**src/rtl/sbuf_pkg.sv**
```systemverilog
package sbuf_pkg;

  // Position after p in a ring of the given depth.
  function automatic int unsigned ring_next(int unsigned p, int unsigned depth);
    return (p + 1 >= depth) ? 0 : p + 1;
  endfunction

  // Occupancy after one cycle of accepted pushes and pops.
  function automatic int unsigned level_next(int unsigned lvl, bit push, bit pop);
    int unsigned n;
    n = lvl;
    if (push) n = n + 1;
    if (pop)  n = n - 1;
    return n;
  endfunction

  // Width of a ring position for a given depth.
  function automatic int unsigned ptr_bits(int unsigned depth);
    return (depth > 1) ? $clog2(depth) : 1;
  endfunction

endpackage

```
**src/rtl/sbuf_ctrl.sv**
```systemverilog
module sbuf_ctrl
  import sbuf_pkg::*;
#(
  parameter int DEPTH = 4,
  parameter int PW    = 2,
  parameter int LW    = 3
) (
  input  logic          clk,
  input  logic          rst,
  input  logic          wr_en,
  input  logic          rd_en,
  output logic          full,
  output logic          push,
  output logic          pop,
  output logic [PW-1:0] wptr,
  output logic [PW-1:0] rptr,
  output logic [LW-1:0] level
);

  logic [PW-1:0] wptr_q;
  logic [PW-1:0] rptr_q;
  logic [LW-1:0] level_q;
  logic          empty;

  assign full  = (level_q == LW'(DEPTH));
  assign empty = (level_q == '0);
  assign push  = wr_en & ~full;
  assign pop   = rd_en & ~empty;

  always_ff @(posedge clk) begin
    if (rst) begin
      wptr_q  <= '0;
      rptr_q  <= '0;
      level_q <= '0;
    end else begin
      if (push) wptr_q <= PW'(ring_next(32'(wptr_q), DEPTH));
      if (pop)  rptr_q <= PW'(ring_next(32'(rptr_q), DEPTH));
      level_q <= LW'(level_next(32'(level_q), push, pop));
    end
  end

  assign wptr  = wptr_q;
  assign rptr  = rptr_q;
  assign level = level_q;

endmodule

```
**src/rtl/sbuf_store.sv**
```systemverilog
module sbuf_store #(
  parameter int WIDTH = 8,
  parameter int DEPTH = 4,
  parameter int PW    = 2
) (
  input  logic             clk,
  input  logic             rst,
  input  logic             we,
  input  logic [PW-1:0]    waddr,
  input  logic [WIDTH-1:0] wdata,
  input  logic             weos,
  input  logic [PW-1:0]    raddr,
  output logic [WIDTH-1:0] rdata,
  output logic             reos
);

  logic [WIDTH-1:0] data_q [DEPTH];
  logic             flag_q [DEPTH];

  for (genvar i = 0; i < DEPTH; i++) begin : g_entry
    always_ff @(posedge clk) begin
      if (rst) begin
        data_q[i] <= '0;
        flag_q[i] <= 1'b0;
      end else if (we && (waddr == PW'(i))) begin
        data_q[i] <= wdata;
        flag_q[i] <= weos;
      end
    end
  end

  assign rdata = data_q[raddr];
  assign reos  = flag_q[raddr];

endmodule

```
**src/rtl/sbuf_head.sv**
```systemverilog
module sbuf_head #(
  parameter int WIDTH = 8,
  parameter int LW    = 3
) (
  input  logic [LW-1:0]    level,
  input  logic [WIDTH-1:0] mem_data,
  input  logic             mem_eos,
  output logic             valid,
  output logic [WIDTH-1:0] data,
  output logic             eos
);

  assign valid = (level != '0);
  assign data  = valid ? mem_data : '0;
  assign eos   = valid & mem_eos;

endmodule

```
**src/rtl/sbuf_stream.sv**
```systemverilog
module sbuf_stream
  import sbuf_pkg::*;
#(
  parameter int WIDTH = 8,
  parameter int DEPTH = 4
) (
  input  logic             clk,
  input  logic             rst,
  output logic             wr_ready,
  input  logic             wr_en,
  input  logic             wr_eos,
  input  logic [WIDTH-1:0] wr_data,
  output logic             rd_ready,
  input  logic             rd_en,
  output logic             rd_eos,
  output logic [WIDTH-1:0] rd_data
);

  localparam int PW = ptr_bits(DEPTH);
  localparam int LW = $clog2(DEPTH + 1);

  // Named internal events, observed by the bound checker.
  logic          full;
  logic          push_evt;
  logic          pop_evt;
  logic [PW-1:0] wptr;
  logic [PW-1:0] rptr;
  logic [LW-1:0] level;

  logic [WIDTH-1:0] head_data;
  logic             head_eos;

  sbuf_ctrl #(.DEPTH(DEPTH), .PW(PW), .LW(LW)) i_ctrl (
    .clk   (clk),
    .rst   (rst),
    .wr_en (wr_en),
    .rd_en (rd_en),
    .full  (full),
    .push  (push_evt),
    .pop   (pop_evt),
    .wptr  (wptr),
    .rptr  (rptr),
    .level (level)
  );

  sbuf_store #(.WIDTH(WIDTH), .DEPTH(DEPTH), .PW(PW)) i_store (
    .clk   (clk),
    .rst   (rst),
    .we    (push_evt),
    .waddr (wptr),
    .wdata (wr_data),
    .weos  (wr_eos),
    .raddr (rptr),
    .rdata (head_data),
    .reos  (head_eos)
  );

  sbuf_head #(.WIDTH(WIDTH), .LW(LW)) i_head (
    .level    (level),
    .mem_data (head_data),
    .mem_eos  (head_eos),
    .valid    (rd_ready),
    .data     (rd_data),
    .eos      (rd_eos)
  );

  assign wr_ready = ~full;

endmodule

```
**config.mk**
```make
export PLATFORM = sky130hd
export DESIGN_NAME = sbuf_stream
export DESIGN_NICKNAME = d
export VERILOG_FILES = /design/src/rtl/sbuf_pkg.sv /design/src/rtl/sbuf_ctrl.sv /design/src/rtl/sbuf_store.sv /design/src/rtl/sbuf_head.sv /design/src/rtl/sbuf_stream.sv
export SDC_FILE = /design/constraint.sdc
export NUM_CORES = 1
export LEC_CHECK = 0
export BUFFER_PORTS_ARGS = -buffer_cell sky130_fd_sc_hd__buf_2
export CAP_MARGIN = 20
export CORE_ASPECT_RATIO = 0.9
export CORE_UTILIZATION = 52
export CTS_CLUSTER_SIZE = 30
export DETAILED_ROUTE_END_ITERATION = 6
export PLACE_DENSITY_LB_ADDON = 0.08
export SYNTH_ARGS = -nofsm -noshare
export SYNTH_HDL_FRONTEND = slang
export SYNTH_SLANG_ARGS = --single-unit
```
**constraint.sdc**
```tcl
create_clock -name clk -period 2.3 [get_ports clk]
set_clock_uncertainty 0.2 [all_clocks]
set_input_delay 0.115 -clock clk [delete_from_list [all_inputs] [get_ports clk]]
set_output_delay 0.115 -clock clk [all_outputs]
set_load 0.01 [all_outputs]
```
### Word-level counts from Yosys, hierarchy flattened

Memory sizes are Yosys's and may differ from the RTL's. A register that Yosys moved wholly into a read port is not among the register bits.
Cells that the tools add are included.

| storage, ports and cells | value |
|---|---|
| flip-flop bits (word level) | 7 |
| input bits | 13 |
| RAM bits | 36 |
| memories kept | 2 |

| operators by class | value |
|---|---|
| equality and inequality tests | 4 |
| reduce and logical (&&, ||, !) cells | 7 |
| $add $sub $neg | 4 |
| mux-type cells | 32 |
| bitwise operators | 13 |
| $lt $le $gt $ge | 2 |

Memory list:

| memory | depth | width | rd ports | clocked after memory_dff | write ports | line | RTL |
|---|---|---|---|---|---|---|---|
| i_store.data_q | 4 | 8 | 1 | 1 | 4 | sbuf_store.sv:17 | `logic [WIDTH-1:0] data_q [DEPTH];` |
| i_store.flag_q | 4 | 1 | 1 | 1 | 4 | sbuf_store.sv:18 | `logic flag_q [DEPTH];` |

Operators by type and width:

| operator | count |
|---|---|
| $mux W8 | 5 |
| $mux W1 | 18 |
| $mux W2 | 6 |
| $mux W3 | 3 |
| $or A1 B1 Y1 | 8 |
| $add A2 B1 Y3 const B | 2 |
| $ge A3 B3 Y1 const B | 2 |
| $eq A2 B2 Y1 const B | 2 |
| $logic_and A1 B1 Y1 | 4 |
| $add A3 B1 Y3 const B | 1 |
| $and A1 B1 Y1 | 3 |
| $eq A3 B3 Y1 const B | 1 |
| $logic_not A3 Y1 | 1 |
| $reduce_bool A3 Y1 | 1 |
| $sub A3 B1 Y3 const B | 1 |
| $eq A2 B1 Y1 const B | 1 |
| $logic_not A2 Y1 | 1 |
| $not A1 Y1 | 2 |

### Depth between registers and ports, before layout

Gate-level depths: netlist (run 1).

| logic depth | value |
|---|---|
| depth in word-level cells | 8 |
| mapped depth | 8 |
| gate-level depth less buffers | 8 |

### Hierarchy

From an unflattened synthesis (run 1), not the netlist that was laid out.

| second synthesis, totals | value |
|---|---|
| cell total of the unflattened synthesis | 157 |
| area total of the unflattened synthesis | 2,213.4 um2 |

Modules (own cells, without submodules):

| module | area an instance (um2) | times used | cells each |
|---|---|---|---|
| sbuf_store | 1,645.3 | 1 | 94 |
| sbuf_ctrl | 450.4 | 1 | 49 |
| sbuf_head | 113.9 | 1 | 13 |
| sbuf_stream | 3.8 | 1 | 1 |

### Worst setup path after synthesis (run 1)

Ideal clock, no wire load.

| timing | value |
|---|---|
| kind | register to register |
| start | register i_ctrl.level_q[0] (netlist: i_ctrl.level[0]) |
| end | register i_ctrl.level_q[2] (netlist: i_ctrl.level[2]) |
| setup time | 0.134 ns |
| slack | 0.183 ns |
| stages on the path, launching flop included | 9 |
| data arrival time | 1.784 ns |
| path through | dfxtp_1 -> inv_1 -> ha_1 -> a21boi_4 -> mux2i_1 -> ha_1 -> and3b_1 -> a221oi_1 -> a311oi_1 |

| between the ends | value |
|---|---|
| cells in the longest elaborated chain, start to end | 7 |
| elaborated cells between the ends (all ways) | 11 |
| classes of those cells | add/sub: 2; eq/ne: 1; mux: 3; bitwise: 4; reduce/logical: 1 |

RTL lines:

| item | line | RTL |
|---|---|---|
| start, declared | sbuf_ctrl.sv:22 | `logic [LW-1:0] level_q;` |
| start signal, assigned | sbuf_ctrl.sv:38 | `level_q <= LW'(level_next(32'(level_q), push, pop));` |
| parallel branches: the longest is 6 deep, another holds $add A3 B1 Y3 | n/a |  |
| $mux W3 (*) | sbuf_pkg.sv:13 | `if (pop) n = n - 1;` |

Every way passes the cells marked *. The select of a mux whose other input is x is not followed.
A chain may end at the register's enable or synchronous reset.

### Final worst setup path (run 1)

Ends and elaborated chain as after synthesis.

==> results.tsv, run 1 <==
stage	metric	value	unit
clock_tree	Clock Latency Late Sink	0.29	ns
power_and_ir_drop	Pwr Density	954	nW/µm²
status	status	finished with violations	
worst_setup_path	Buf+Inv Stages, Crit Path	1	
synth	YS warnings	0	
clock_tree	Max H-tree Level	2	
sta	Final Hold Vio Count	0	
layout	commonest non-fill, non-tap cell in the layout	and2_1	
floorplanning	IO Pins	24	
route	wire length per cell	16.6	µm
worst_setup_path	Max stage delay on crit path	0.36	ns
synth	sequential share of the synthesized area	0.564	
worst_setup_path	slowest CP cell	dfxtp_2	
worst_setup_path	dominant delay contributor by cell family on the critical path	compound AO/OA/AOI/OAI gates	
route	Routed Antenna Nets	0	
sta	Setup violations, final	0	
layout	Area growth syn-to-layout	20.2	%
synth	XOR/XNOR share of the synthesized area	0.00392	
power_and_ir_drop	maximum vdd drop	0.466	mV
sta	Least-Margin Pin Slew	0.475	ns
worst_setup_path	Setup crit start kind	flip-flop	
route	final wirelength	4130	µm
layout	Reg area	1260	µm²
worst_setup_path	CP endpoint kind	flip-flop	
sta	max-slew violations	0	
layout	Diodes inserted	0	
synth	Post-Synth Adder-Cell Area	0.0448	
worst_setup_path	WP data required	2.30	ns
sta	Max-slew headroom	0.683	
global_route	total grt overflow	0	
worst_setup_path	Crit path depth	8	
synth	Yosys top cell area share	0.483	
layout	fin cells	249	
synth	largest family of logic cells by synthesized area	simple AND/OR/NAND/NOR gates	
clock_tree	Clk pin slew, worst setup/hold paths	0.08	ns
power_and_ir_drop	leakage	1.08	nW
synth	synth top area cells	edfxtp_1 (48%), and2_1 (13%), mux4_2 (9.1%), dfxtp_1 (8.1%), ha_1 (4.5%)	
sta	unrepaired setup endpoints after global routing	no	
hold_path	Hold Path Origin	rst	
floorplanning	# rows	22	
power_and_ir_drop	net switching power	0.743	mW
run	max_cap viols	0	
synth	Synth Register Bits	45	
place	Post-Place Cells	229	
place	port bufs	23	
power_and_ir_drop	Reg power frac	0.414	
synth	dominant cell type by area after synthesis	edfxtp_1	
worst_setup_path	crit path max fanout	6	
layout	share of cells above drive strength 1	0.303	
synth	post-synthesis instance area	2240	µm²
hold_path	Hold EP	i_ctrl.wptr[1]	
worst_setup_path	FF-to-FF Start	i_ctrl.level[0]	
floorplanning	Die W	71.1	µm
clock_tree	clk buf depth	2	
route	vias after detailed routing	1354	
synth	simple-gate portion of the synthesized area	0.189	
synth	Synth Area in Compound Gates	0.0683	
layout	fillers	307	
route	# DRC	2	
synth	Yosys cell types	31	
status	failing checks	DRC	
global_route	initial antenna violation count	0	
synth	mux contribution to synthesized area	0.102	
power_and_ir_drop	sw frac	0.290	
hold_path	HP Class	input port to flip-flop	
hold_path	Hold Path Stages	2	
clock_tree	CTS root buffer	clkbuf_8	
floorplanning	Initial Util	0.545	
worst_setup_path	Critical Path, Cell by Cell	inv_1, ha_4, a21boi_4, mux2i_2, ha_2, and3b_1, a221oi_1, a311oi_1	
synth	Synth Net Count	181	
worst_setup_path	R2R cell count	8	
global_route	vias in the first global route	1383	
synth	Mapped Avg Cell Area	14.0	µm²
layout	commonest non-fill, non-tap cells in the layout	and2_1 (45), edfxtp_1 (36), buf_2 (23), dlygate4sd3_1 (11), mux4_2 (9)	
route	Initial DRC Count	84	
sta	fin crit share	0.955	
global_route	GRT Total Usage	0.208	
place	placed wire-length estimate	2690	µm
place	Place WS	-0.00548	ns
sta	crit path time final	2.20	ns
floorplanning	full die area	4570	µm²
route	number of vias per cell	5.44	
power_and_ir_drop	Power Total	2.56	mW
power_and_ir_drop	Int Pwr	1.82	mW
power_and_ir_drop	Clk pwr share	0.279	
global_route	first-pass GRT wire length	6730	µm
sta	final worst slack	0.103	ns
sta	max frequency	455	MHz
route	first drt pass iteration count	7	
layout	area of the multi-input gates	930	µm²
layout	Layout Nets	221	
global_route	pin count of the biggest net entering global routing	17	
synth	synthesized netlist cell count	160	
worst_setup_path	reg2reg end	i_ctrl.level[2]	
floorplanning	Die H	64.2	µm
clock_tree	CTS Sinks	45	
power_and_ir_drop	power share of the combinational group	0.307	
worst_setup_path	worst path arrival time	2.20	ns
worst_setup_path	Crit Path Class	flip-flop to flip-flop	
place	Routability Congestion	0.757	
floorplanning	core area	4100	µm²
clock_tree	TritonCTS clock tree	yes	
worst_setup_path	Worst R2R Setup Slack	0.10	ns
clock_tree	Num CTS Buffers	5	
cells in the mapped netlist:
cell,n
xnor2_1,1
buf_6,1
a31o_1,1
nand2_1,5
or3_1,1
a21boi_0,1
and2_1,45
mux2_4,1
mux2i_1,1
buf_2,3
nand3_1,2
edfxtp_1,36
dfxtp_1,9
o21ai_0,1
a21boi_4,1
o21ai_1,1
nor2b_2,1
a311oi_1,1
a21oi_1,7
or4_1,1
and3b_1,1
nor3_1,1
ha_1,8
clkbuf_1,3
a21o_1,4
inv_1,5
nor3b_4,4
inv_2,2
a221oi_1,2
a21bo_4,1
mux4_2,9
sequential cells by signal (all words and copies together), names as in the netlist, named ones only:
signal,flops
i_store.data_q,32
i_store.flag_q,4
i_ctrl.wptr,2
i_ctrl.level,3
i_ctrl.rptr,2
metrics by stage:
| step | instance area, µm² | hold slack, ns | utilization | TNS [ns] |
|---|---|---|---|---|
| floorplan | 2240 | 0.0403 | - | 0 |
| finish | 2690 | 0.0415 | 0.655 | 0 |
| global placement | 2410 | 0.178 | 0.588 | 0 |
| detailed placement | 2410 | 0.191 | 0.588 | -0.00548 |
| global route | 2690 | 0.0648 | 0.655 | 0 |
| CTS | 2670 | 0.0330 | 0.650 | 0 |
power groups by stage:
stage               clock network [mW]  logic (mW)  registers, mW
floorplan                            0       0.565           1.04
global placement                     0       0.710           1.07
detailed placement                   0       0.741           1.08
CTS                              0.725       0.770           1.06
global route                     0.764       0.859           1.07
finish                           0.715       0.787           1.06
logic make-up (layout without fill, tap and decap cells):
family | count (synthesis) | in the layout
compound gates | 20 | 20
flops | 45 | 45
xor+xnor | 1 | 1
buf+inv | 14 | 55
simple gates | 61 | 61
fa+ha+maj | 8 | 8
mux | 11 | 11
layout make-up:
class | count | share of cell area
clock inverter | 3 | 0.0256
tap | 48 | 0.0223
inverter | 7 | 0.00978
clock buffer | 5 | 0.0256
sequential | 45 | 0.470
timing repair buffer | 40 | 0.101
multi-input combinational | 101 | 0.346
how the worst max path moves through the flow:
stage | from | endpoint | slack [ns]
6_report | i_ctrl.level[0] | i_ctrl.level[2] | 0.10
5_1_grt | i_ctrl.level[0] | i_ctrl.level[2] | 0.02
3_5_place_dp | i_ctrl.level[0] | i_ctrl.level[2] | -0.005
3_3_place_gp | i_ctrl.level[0] | i_ctrl.level[2] | 0.18
4_1_cts | i_ctrl.level[0] | i_ctrl.level[2] | 0.01
2_1_floorplan | i_ctrl.level[0] | i_ctrl.level[2] | 0.18
layer usage:
metal / routed length (µm) / vias up / part of all wire / global-route usage
met5: 0 / - / 0 / 0
met4: 36 / 0 / 0.0087 / 0.0900
met3: 115 / 4 / 0.028 / 0.0426
met2: 2060 / 26 / 0.50 / 0.340
met1: 1920 / 664 / 0.46 / 0.270
li1: - / 660 / - / -
timing repair:
action	4_1_cts	5_1_grt
setup buffers	0	1
gates resized for setup	2	4
endpoints found under the setup margin	1	1
hold buffers	11	0
endpoints found under the hold margin	40	0
pin swaps	1	2
No activity file was read; power rests on OpenSTA's default activity.
==> inputs of run 2 (changes only) <==
--- a/config.mk
+++ b/config.mk
@@ -7,8 +7,10 @@
 export LEC_CHECK = 0
 export BUFFER_PORTS_ARGS = -buffer_cell sky130_fd_sc_hd__buf_2
 export CAP_MARGIN = 20
+export CELL_PAD_IN_SITES_DETAIL_PLACEMENT = 1
+export CELL_PAD_IN_SITES_GLOBAL_PLACEMENT = 1
 export CORE_ASPECT_RATIO = 0.9
-export CORE_UTILIZATION = 52
+export CORE_UTILIZATION = 43
 export CTS_CLUSTER_SIZE = 30
 export DETAILED_ROUTE_END_ITERATION = 6
 export PLACE_DENSITY_LB_ADDON = 0.08
==> results.tsv, run 2 (synthesis results as in run 1) <==
stage	metric	value	unit
status	status	finished clean	
global_route	vias in the first global route	1533	
layout	Final Core Density	0.552	
power_and_ir_drop	Power Total	2.47	mW
layout	commonest non-fill, non-tap cell in the layout	and2_1	
layout	share of cells above drive strength 1	0.312	
clock_tree	CTS Sinks	45	
hold_path	Hold Path Stages	2	
sta	Max-slew headroom	0.688	
worst_setup_path	origin of the worst setup path	i_ctrl.level[1]	
global_route	first-pass GRT wire length	7790	µm
layout	Diodes inserted	0	
route	Routed Antenna Nets	0	
power_and_ir_drop	power share of the combinational group	0.373	
sta	Final Hold Vio Count	0	
worst_setup_path	Buf+Inv Stages, Crit Path	1	
route	first drt pass iteration count	4	
worst_setup_path	CP endpoint kind	flip-flop	
hold_path	Hold Path Origin	rst	
worst_setup_path	worst path arrival time	2.18	ns
global_route	GRT Total Usage	0.197	
clock_tree	clk buf depth	2	
worst_setup_path	dominant delay contributor by cell family on the critical path	compound AO/OA/AOI/OAI gates	
clock_tree	Max H-tree Level	2	
floorplanning	Initial Util	0.454	
sta	fin crit share	0.961	
layout	Area growth syn-to-layout	21.5	%
sta	Setup violations, final	0	
route	number of vias per cell	5.19	
worst_setup_path	WP data required	2.27	ns
power_and_ir_drop	Clk pwr share	0.194	
floorplanning	core area	4920	µm²
place	Routability Congestion	0.754	
clock_tree	Clock Latency Late Sink	0.30	ns
worst_setup_path	R2R cell count	8	
worst_setup_path	slowest CP cell	dfxtp_4	
worst_setup_path	Max stage delay on crit path	0.38	ns
clock_tree	Clk pin slew, worst setup/hold paths	0.08	ns
hold_path	Hold EP	i_ctrl.wptr[0]	
global_route	pin count of the biggest net entering global routing	17	
power_and_ir_drop	leakage	1.08	nW
worst_setup_path	Setup crit start kind	flip-flop	
place	placed wire-length estimate	3180	µm
power_and_ir_drop	Int Pwr	1.67	mW
clock_tree	Num CTS Buffers	5	
route	vias after detailed routing	1402	
sta	hold_ws	0.0606	ns
floorplanning	Die W	78.0	µm
worst_setup_path	reg2reg end	i_ctrl.level[2]	
sta	max frequency	453	MHz
sta	max-slew violations	0	
worst_setup_path	Crit path top cell by count	ha_4	
layout	max FFs per register	32	
power_and_ir_drop	Reg power frac	0.433	
power_and_ir_drop	Pwr Density	910	nW/µm²
place	port bufs	23	
route	# DRC	0	
route	final wirelength	4890	µm
sta	crit path time final	2.21	ns
hold_path	HP Class	input port to flip-flop	
worst_setup_path	crit path max fanout	4	
worst_setup_path	Crit Path Class	flip-flop to flip-flop	
global_route	total grt overflow	0	
floorplanning	full die area	5490	µm²
power_and_ir_drop	net switching power	0.796	mW
layout	commonest non-fill, non-tap cells in the layout	and2_1 (45), edfxtp_1 (36), buf_2 (23), dlygate4sd3_1 (11), buf_4 (10)	
floorplanning	IO Pins	24	
layout	Biggest register	i_store.data_q	
route	Initial DRC Count	71	
route	wire length per cell	18.1	µm
layout	Layout Nets	225	
worst_setup_path	Worst R2R Setup Slack	0.09	ns
global_route	initial antenna violation count	0	
power_and_ir_drop	maximum vdd drop	0.472	mV
clock_tree	TritonCTS clock tree	yes	
worst_setup_path	Critical Path, Cell by Cell	inv_1, ha_4, a21boi_4, mux2i_4, ha_4, nand3_1, a221oi_1, a311oi_1	
sta	Least-Margin Pin Slew	0.467	ns
power_and_ir_drop	sw frac	0.322	
worst_setup_path	FF-to-FF Start	i_ctrl.level[1]	
floorplanning	Die H	70.4	µm
run	max_cap viols	0	
floorplanning	# rows	24	
clock_tree	CTS root buffer	clkbuf_8	
[run 2: how the worst max path moves through the flow]
stage                      endpoint  slack (ns)  cells after the start
finish              i_ctrl.level[2]        0.09                      8
global route        i_ctrl.level[2]       -0.05                      8
CTS                 i_ctrl.level[2]        0.04                      8
detailed placement  i_ctrl.level[2]       -0.05                      8
global placement    i_ctrl.level[2]        0.17                      8
floorplan           i_ctrl.level[2]        0.18                      8
[run 2: routing by layer]
layer | part of all wire | global-route usage | vias to the layer above
met3 | 0.027 | 0.0431 | 6
met2 | 0.53 | 0.367 | 22
met4 | 0.0084 | 0.0432 | 0
li1 | - | - | 669
met5 | 0 | 0 | -
met1 | 0.44 | 0.231 | 705
[run 2: through the flow]
step	instances	worst slack [ns]	TNS (ns)	cell area [µm²]
floorplan	160	0.183	0	2240
global placement	247	0.168	0	2440
detailed placement	247	-0.0548	-0.0548	2440
CTS	267	0.0400	0	2650
global route	270	-0.0548	-0.0548	2720
finish	270	0.0907	0	2720
[run 2: power by group through the flow]
stage	registers [mW]	clock network, mW	logic (mW)
CTS	1.06	0.494	0.818
global route	1.09	0.518	1.02
finish	1.07	0.480	0.921
detailed placement	1.08	0	0.769
floorplan	1.04	0	0.565
global placement	1.07	0	0.720
[run 2: cell type report]
cell class	instances	area [µm²]
timing repair buffer	44	300
fill	511	2210
clock inverter	1	7.51
sequential	45	1270
tap	65	81.3
multi-input combinational	101	956
inverter	7	26.3
clock buffer	7	76.3
[run 2: what timing repair did]
action | CTS | global route
endpoints found under the hold margin | 40 | 0
buffers inserted | 1 | 3
gates resized for setup | 3 | 8
pin swaps | 0 | 4
cloned | 0 | 0
setup endpoints to repair | 1 | 1
hold buffers | 11 | 0
==> inputs of run 3 (changes only) <==
--- a/config.mk
+++ b/config.mk
@@ -16,4 +16,5 @@
 export PLACE_DENSITY_LB_ADDON = 0.08
 export SYNTH_ARGS = -nofsm -noshare
 export SYNTH_HDL_FRONTEND = slang
+export SYNTH_HIERARCHICAL = 1
 export SYNTH_SLANG_ARGS = --single-unit
==> results.tsv, run 3 <==
stage	metric	value	unit
worst_setup_path	Setup crit start kind	flip-flop	
clock_tree	Clock Latency Late Sink	0.29	ns
power_and_ir_drop	sw frac	0.329	
route	Routed Antenna Nets	0	
global_route	GRT Total Usage	0.199	
floorplanning	# rows	24	
layout	max FFs per register	32	
power_and_ir_drop	Clk pwr share	0.198	
route	# DRC	0	
synth	post-synthesis instance area	2210	µm²
power_and_ir_drop	Int Pwr	1.60	mW
floorplanning	Die H	70.0	µm
sta	unrepaired setup endpoints after global routing	no	
route	Initial DRC Count	54	
layout	commonest non-fill, non-tap cells in the layout	and2_1 (37), edfxtp_1 (36), buf_2 (23), dlygate4sd3_1 (11)	
route	wire length per cell	18.7	µm
synth	synthesized netlist cell count	156	
place	placed wire-length estimate	3210	µm
worst_setup_path	crit path max fanout	12	
power_and_ir_drop	maximum vdd drop	0.430	mV
layout	Final Core Density	0.534	
place	Routability Congestion	0.657	
route	vias after detailed routing	1416	
floorplanning	full die area	5430	µm²
sta	fin crit share	0.882	
layout	share of cells above drive strength 1	0.295	
run	max_cap viols	0	
worst_setup_path	WP data required	1.99	ns
clock_tree	CTS root buffer	clkbuf_8	
synth	YS warnings	6	
power_and_ir_drop	leakage	1.04	nW
floorplanning	Initial Util	0.451	
place	port bufs	23	
floorplanning	IO Pins	24	
layout	Area growth syn-to-layout	18.3	%
sta	Least-Margin Pin Slew	0.565	ns
clock_tree	CTS Sinks	43	
synth	Synth Net Count	174	
status	status	finished clean	
place	Place WS	0.0999	ns
layout	commonest non-fill, non-tap cell in the layout	and2_1	
power_and_ir_drop	net switching power	0.783	mW
sta	Final Hold Vio Count	0	
sta	final worst slack	0.271	ns
clock_tree	Clk pin slew, worst setup/hold paths	0.08	ns
power_and_ir_drop	Reg power frac	0.444	
sta	setup TNS	0	ns
hold_path	HP Class	input port to flip-flop	
sta	Max-slew headroom	0.623	
global_route	vias in the first global route	1467	
floorplanning	core area	4890	µm²
worst_setup_path	Crit Path Class	flip-flop to output pin	
sta	Setup violations, final	0	
route	first drt pass iteration count	4	
worst_setup_path	Worst R2R Setup Slack	0.27	ns
worst_setup_path	worst path arrival time	1.71	ns
worst_setup_path	CP endpoint kind	output pin	
layout	Layout Nets	217	
power_and_ir_drop	Pwr Density	909	nW/µm²
global_route	pin count of the biggest net entering global routing	19	
global_route	total grt overflow	0	
layout	Diodes inserted	0	
clock_tree	Num CTS Buffers	5	
sta	max-slew violations	0	
clock_tree	clk buf depth	2	
global_route	initial antenna violation count	0	
clock_tree	TritonCTS clock tree	yes	
route	number of vias per cell	5.34	
layout	fillers	528	
synth	Mapped Avg Cell Area	14.2	µm²
global_route	first-pass GRT wire length	7750	µm
floorplanning	Die W	77.6	µm
sta	crit path time final	2.03	ns
clock_tree	Max H-tree Level	2	
route	final wirelength	4950	µm
layout	Biggest register	i_store/data_q	
sta	max frequency	493	MHz
power_and_ir_drop	power share of the combinational group	0.358	
==> run 3: metal layers <==
layer  GRT usage  vias to the layer above  part of all wire
met4      0.0545                        0            0.0073
met2       0.361                       24              0.53
met3      0.0458                        4             0.025
li1            -                      675                 -
met5           0                        -                 0
met1       0.236                      713              0.44
==> run 3: cell type report <==
type | count | area [µm²] | area share
multi-input combinational | 101 | 915 | 0.350
clock inverter | 2 | 12.5 | 0.00478
sequential | 43 | 1220 | 0.467
inverter | 5 | 18.8 | 0.00718
tap | 65 | 81.3 | 0.0311
clock buffer | 6 | 72.6 | 0.0278
timing repair buffer | 43 | 293 | 0.112
==> run 3: path summary, 6_finish.rpt <==
kind | startpoint | to | cells past startpoint
hold / removal | wr_en | i_ctrl/level[2] | 4
hold reg to reg | i_ctrl/rptr[0] | i_ctrl/rptr[0] | 2
setup reg to reg | i_ctrl/level[0] | i_ctrl/level[2] | 7
setup / recovery | i_ctrl/rptr[0] | rd_data[4] | 3
==> run 3: through the flow <==
step                      cells  instance area (µm²)  hold WS, ns  power (mW)
final                       265                 2620        0.111        2.38
after global placement      245                 2410        0.218        1.88
after floorplan             156                 2210       0.0463        1.64
after global routing        265                 2620        0.172        2.51
after CTS                   264                 2610        0.105        2.40
after detailed placement    245                 2410        0.233        1.91
==> run 3: repair_timing <==
action,4_1_cts,5_1_grt
hold buffers,11,0
resized for setup,1,0
pin swaps,0,1
setup endpoints to repair,4,1
setup buffers,0,1
hold endpoints to repair,40,0
==> run 3: power by group through the flow <==
stage	logic, mW	clock network [mW]	registers (mW)
after floorplan	0.607	0	1.03
after global placement	0.813	0	1.07
after detailed placement	0.837	0	1.08
after CTS	0.855	0.484	1.06
after global routing	0.920	0.513	1.08
final	0.852	0.470	1.06
==> run 3: worst max-delay path, stage by stage, from the launching register on <==
cell,delay (ns)
dfxtp_2,0.58
mux4_2,0.56
o31a_1,0.13
buf_2,0.14
